`src/rtl/bac_pkg.sv`:
```
package bac_pkg;

    // Action chosen for one clock edge, in priority order (highest last)
    typedef enum logic [1:0] {
        MODE_HOLD   = 2'd0,
        MODE_COUNT  = 2'd1,
        MODE_LOAD   = 2'd2,
        MODE_REPEAT = 2'd3
    } cnt_mode_e;

    // Occupancy of the base (repeat target) register
    typedef enum logic {
        BASE_EMPTY    = 1'b0,
        BASE_CAPTURED = 1'b1
    } base_state_e;

endpackage

```
`src/rtl/bac_mode_decode.sv`:
```
module bac_mode_decode
    import bac_pkg::*;
(
    input  logic      ads_n,
    input  logic      cnt_en_n,
    input  logic      rpt_n,
    output cnt_mode_e mode,
    output logic      capture
);

    // Repeat overrides strobe, strobe overrides count, count overrides hold
    always_comb begin
        if (!rpt_n) begin
            mode = MODE_REPEAT;
        end else if (!ads_n) begin
            mode = MODE_LOAD;
        end else if (!cnt_en_n) begin
            mode = MODE_COUNT;
        end else begin
            mode = MODE_HOLD;
        end
    end

    // Any strobe writes the base, even one that loses to repeat
    always_comb begin
        capture = ~ads_n;
    end

endmodule

```
`src/rtl/bac_base_reg.sv`:
```
module bac_base_reg
    import bac_pkg::*;
#(
    parameter int ADDR_W = 18
) (
    input  logic              clk,
    input  logic              rst,
    input  logic              capture,
    input  logic [ADDR_W-1:0] ext_addr,
    output logic [ADDR_W-1:0] base_q,
    output logic              base_valid
);

    localparam logic [ADDR_W-1:0] BASE_RST = '0;

    base_state_e state_q;
    base_state_e state_d;

    // State register
    always_ff @(posedge clk) begin
        if (rst) begin
            state_q <= BASE_EMPTY;
        end else begin
            state_q <= state_d;
        end
    end

    // Transitions: capture (EMPTY->CAPTURED), recapture (CAPTURED->CAPTURED)
    always_comb begin
        state_d = state_q;
        unique case (state_q)
            BASE_EMPTY:    if (capture) state_d = BASE_CAPTURED;
            BASE_CAPTURED: state_d = BASE_CAPTURED;
            default:       state_d = BASE_EMPTY;
        endcase
    end

    // Base value storage
    always_ff @(posedge clk) begin
        if (rst) begin
            base_q <= BASE_RST;
        end else if (capture) begin
            base_q <= ext_addr;
        end
    end

    // Outputs derived from state
    always_comb begin
        unique case (state_q)
            BASE_EMPTY:    base_valid = 1'b0;
            BASE_CAPTURED: base_valid = 1'b1;
            default:       base_valid = 1'b0;
        endcase
    end

endmodule

```
`src/rtl/bac_addr_reg.sv`:
```
module bac_addr_reg
    import bac_pkg::*;
#(
    parameter int ADDR_W = 18
) (
    input  logic              clk,
    input  logic              rst,
    input  cnt_mode_e         mode,
    input  logic [ADDR_W-1:0] ext_addr,
    input  logic [ADDR_W-1:0] base_q,
    output logic [ADDR_W-1:0] addr_q
);

    localparam logic [ADDR_W-1:0] ADDR_RST = '0;
    localparam logic [ADDR_W-1:0] ADDR_ONE = ADDR_W'(1);

    logic [ADDR_W-1:0] addr_d;
    logic [ADDR_W-1:0] addr_inc;

    // Modulo-2^ADDR_W increment: all-ones rolls to zero
    always_comb begin
        addr_inc = addr_q + ADDR_ONE;
    end

    always_comb begin
        addr_d = addr_q;
        unique case (mode)
            MODE_REPEAT: addr_d = base_q;
            MODE_LOAD:   addr_d = ext_addr;
            MODE_COUNT:  addr_d = addr_inc;
            MODE_HOLD:   addr_d = addr_q;
            default:     addr_d = addr_q;
        endcase
    end

    always_ff @(posedge clk) begin
        if (rst) begin
            addr_q <= ADDR_RST;
        end else begin
            addr_q <= addr_d;
        end
    end

endmodule

```
`src/rtl/burst_addr_counter.sv`:
```
module burst_addr_counter
    import bac_pkg::*;
#(
    parameter int ADDR_W = 18
) (
    input  logic              clk,
    input  logic              rst,
    input  logic [ADDR_W-1:0] ext_addr,
    input  logic              ads_n,
    input  logic              cnt_en_n,
    input  logic              rpt_n,
    output logic [ADDR_W-1:0] addr_out,
    output logic              base_valid
);

    cnt_mode_e         mode;
    logic              capture;
    logic [ADDR_W-1:0] base_q;

    bac_mode_decode u_decode (
        .ads_n    (ads_n),
        .cnt_en_n (cnt_en_n),
        .rpt_n    (rpt_n),
        .mode     (mode),
        .capture  (capture)
    );

    bac_base_reg #(.ADDR_W(ADDR_W)) u_base (
        .clk        (clk),
        .rst        (rst),
        .capture    (capture),
        .ext_addr   (ext_addr),
        .base_q     (base_q),
        .base_valid (base_valid)
    );

    bac_addr_reg #(.ADDR_W(ADDR_W)) u_addr (
        .clk      (clk),
        .rst      (rst),
        .mode     (mode),
        .ext_addr (ext_addr),
        .base_q   (base_q),
        .addr_q   (addr_out)
    );

endmodule

```
`config.mk`:
```
export PLATFORM = sky130hd
export DESIGN_NAME = burst_addr_counter
export DESIGN_NICKNAME = d
export VERILOG_FILES = /design/src/rtl/bac_pkg.sv /design/src/rtl/bac_mode_decode.sv /design/src/rtl/bac_base_reg.sv /design/src/rtl/bac_addr_reg.sv /design/src/rtl/burst_addr_counter.sv
export SDC_FILE = /design/constraint.sdc
export NUM_CORES = 1
export LEC_CHECK = 0
export BUFFER_PORTS_ARGS = -buffer_cell sky130_fd_sc_hd__buf_4
export CAP_MARGIN = 10
export CORE_ASPECT_RATIO = 2
export CORE_UTILIZATION = 54
export CTS_CLUSTER_SIZE = 14
export DETAILED_ROUTE_END_ITERATION = 7
export PLACE_DENSITY = 0.85
export RECOVER_POWER = 25
export SETUP_SLACK_MARGIN = 0.02
export SYNTH_ARGS = -nofsm -noshare
export SYNTH_HDL_FRONTEND = slang
export SYNTH_HIERARCHICAL = 1
export SYNTH_SLANG_ARGS = --single-unit
```
`constraint.sdc`:
```
create_clock -name clk -period 2.5 [get_ports clk]
set_input_delay 0.125 -clock clk [delete_from_list [all_inputs] [get_ports clk]]
set_output_delay 0.125 -clock clk [all_outputs]
set_load 0.01 [all_outputs]
```
==> impl_metrics.csv <==
group,metric,value,unit
run_status,status,"completed",
yosys,syn_area,0.00203,mm^2
route,drt_iter0_drc,81,
place,gp_congestion,0.915,
place,numPortBuffers,41,
route,postRouteAntennaNets,0,
floorplan,die_h,88.7,um
yosys,synth_top_area_frac,0.365,
setup_path,crit_family,"simple AND/OR/NAND/NOR gates",
floorplan,ios,42,
setup_path,reg2reg_slack,0.46,ns
sta,setup_viol,0,
clock_network,cts_made_buffers,5,
clock_network,clockRootBuffer,"clkbuf_8",
setup_path,crit_fanout,7,
sta,hold_viol_final,0,
clock_network,clkTransAtPathRegs,0.07,ns
setup_path,slowest_delay,0.56,ns
clock_network,cts_tree,"yes",
setup_path,crit_buf_inv,0,
sta,worst_pin_slew,1.43,ns
floorplan,dieArea,0.00402,mm^2
hold_path,worstHoldPathCells,3,
power_and_ir_drop,leakage,1.04,nW
layout,areaGrowthSynthToFinish,19.8,%
yosys,yosys-top-cells-area,"dfxtp_1 36%, mux2i_1 8.9%, nor2_1 5.9%",
place,dp_hpwl,3720,um
sta,finalCritPeriodShare,0.815,
layout,stdcell_count,328,
layout,antennaDiodeCount,0,
setup_path,worst_setup_path_end_kind,"flop",
yosys,ys_ff_latch,37,
power_and_ir_drop,power,0.00140,W
clock_network,cts_buffer_depth,2,
setup_path,r2r_cells,6,
global_route,antenna_found_initial,0,
sta,rsz0062_at_grt,"no",
floorplan,rows,31,
yosys,synth.avg_cell_area,8.43,um^2
layout,n_fill_cell,331,
setup_path,cp.required,2.66,ns
yosys,synthDistinctLibCells,49,
clock_network,insertion_delay,0.29,ns
global_route,grt_pass1_wl,8440,um
global_route,overflow,0,
yosys,synthArstFlopShare,0,
flow_run,cap_violations,0,
clock_network,htree_levels,2,
power_and_ir_drop,power_density,575,mW/mm^2
yosys,syn_inst,241,
yosys,seq_area_frac_synth,0.365,
route,wirelength,5320,um
setup_path,crit_path_top_delay_cell,"or4_4",
sta,finalSetupTns,0,ns
route,via_per_inst,6.03,
route,vias,1979,
layout,utilization,0.674,
global_route,grt_max_degree,38,
layout,drive_gt1_frac,0.222,
clock_network,cts_setup_buffers,0,
sta,fin_skew,0.00175,ns
hold_path,hold_class,"primary input to flop",
route,remaining_drc_errors,0,
setup_path,crit_chain,"ha_1 -> nand2_1 -> or4_4 -> xnor2_1 -> a221oi_1 -> nor3_2",
clock_network,postCtsHoldBufs,0,
yosys,synth_nets,268,
sta,fmax,0.491,GHz
sta,relSlewSlack,0.0498,
yosys,synth_warnings,6,
clock_network,cts_resized,0,
yosys,synth_edf_count,0,
yosys,ys.flop_type,"dfxtp_1",
clock_network,cts.sinks,37,
setup_path,crit_arrival,2.20,ns
setup_path,critical_path_class,"flop to flop",
route,wire_per_inst,16.2,um
sta,fin_hold_ws,0.0838,ns
sta,min_period,2.04,ns
global_route,grt_pass1_vias,1965,
floorplan,start_util,0.563,
sta,slew_viol_final,0,
floorplan,die_x,45.4,um
place,dp_cells,321,
layout,final_nets,306,
setup_path,critical_path_cell_count,6,
yosys,synth_area_leader_cell,"dfxtp_1",
route,drtPass1Iterations,4,
power_and_ir_drop,vdd_drop_max,477,uV
setup_path,setup.worst_path.start_class,"flop",
global_route,grt_usage,0.288,
floorplan,core,0.00361,mm^2
[sequential cells by signal, indices dropped and copies added, names as in the netlist]
name            flops
u_addr/addr_q      18
u_base/state_q      1
u_base/base_q      18
[routing by layer]
layer / share of wire / wire, um / global-route usage
met5: 0 / 0 / 0
met1: 0.37 / 1950 / 0.288
met2: 0.53 / 2840 / 0.511
met4: 0.058 / 306 / 0.193
met3: 0.041 / 220 / 0.0551
[cell usage in the layout, fill, tap and decap left out, types with 3 or more instances in the layout]
cell | synthesis | layout
nand3_1 | 6 | 6
a21oi_1 | 17 | 17
o22ai_1 | 7 | 7
buf_4 | 0 | 44
a221oi_1 | 8 | 8
nor3_1 | 11 | 11
xnor2_1 | 6 | 6
mux2i_1 | 18 | 18
a22oi_1 | 3 | 3
nor2_1 | 32 | 32
dfxtp_1 | 37 | 37
o21ai_0 | 13 | 13
inv_1 | 11 | 12
clkbuf_8 | 0 | 6
a31oi_1 | 3 | 3
ha_1 | 4 | 4
nand2_1 | 14 | 14
nor2b_1 | 3 | 3
[tightest hold or removal path: stages]
cell	delay, ns
buf_4	0.08
mux2i_1	0.06
nor2_1	0.07
[power breakdown]
part | leakage, nW | internal [W] | switching (W)
clock network | 0.0443 | 0.000219 | 0.000199
registers | 0.305 | 0.000633 | 0.0000556
logic | 0.690 | 0.000138 | 0.000154
[metrics by stage]
step | area [um^2] | setup WS [ns]
after floorplan | 2030 | 0.589
final | 2430 | 0.462
after global routing | 2430 | 0.347
after CTS | 2440 | 0.497
after global placement | 2350 | 0.597
after detailed placement | 2350 | 0.527
[logic make-up after synthesis]
kind of cell,synth area share
buffers and inverters,0.0653
AND/OR/NAND/NOR,0.214
adder cells (fa/ha/maj),0.0246
multiplexers,0.0887
flip-flops,0.365
XOR/XNOR,0.0345
AO/OA/AOI/OAI,0.208
[cell type report]
type,count,area (um^2),area share
multi-input combinational,177,1160,0.476
sequential,37,741,0.305
clock buffer,7,86.3,0.0355
tap,49,61.3,0.0252
timing repair buffer,46,342,0.140
inverter,12,45.0,0.0185
[path summary, 6_finish.rpt]
path,startpoint,to
setup / recovery,u_addr/addr_q[0]$_SDFFE_PP0P_,u_addr/addr_q[12]$_SDFFE_PP0P_
hold / removal,ext_addr[14],u_base/base_q[14]$_SDFFE_PP0P_
setup reg to reg,u_addr/addr_q[0]$_SDFFE_PP0P_,u_addr/addr_q[12]$_SDFFE_PP0P_
hold reg to reg,u_base/state_q$_SDFF_PP0_,u_base/state_q$_SDFF_PP0_
[cells in the mapped netlist, types with 2 or more instances]
cell and n:
nand4_1 2, buf_2 3, o32a_1 2, xor2_1 2, nor2_1 32, inv_1 11
o22ai_1 7, a21oi_1 17, ha_1 4, nand3_1 6, dfxtp_1 37, a22oi_1 3
clkbuf_1 9, nand2_1 14, nor3_2 2, a221oi_1 8, mux2i_1 18, nor2b_1 3
o21ai_0 13, o21ai_1 2, xnor2_1 6, a31oi_1 3, nor3_1 11
Power figures use the tool's default switching activity.
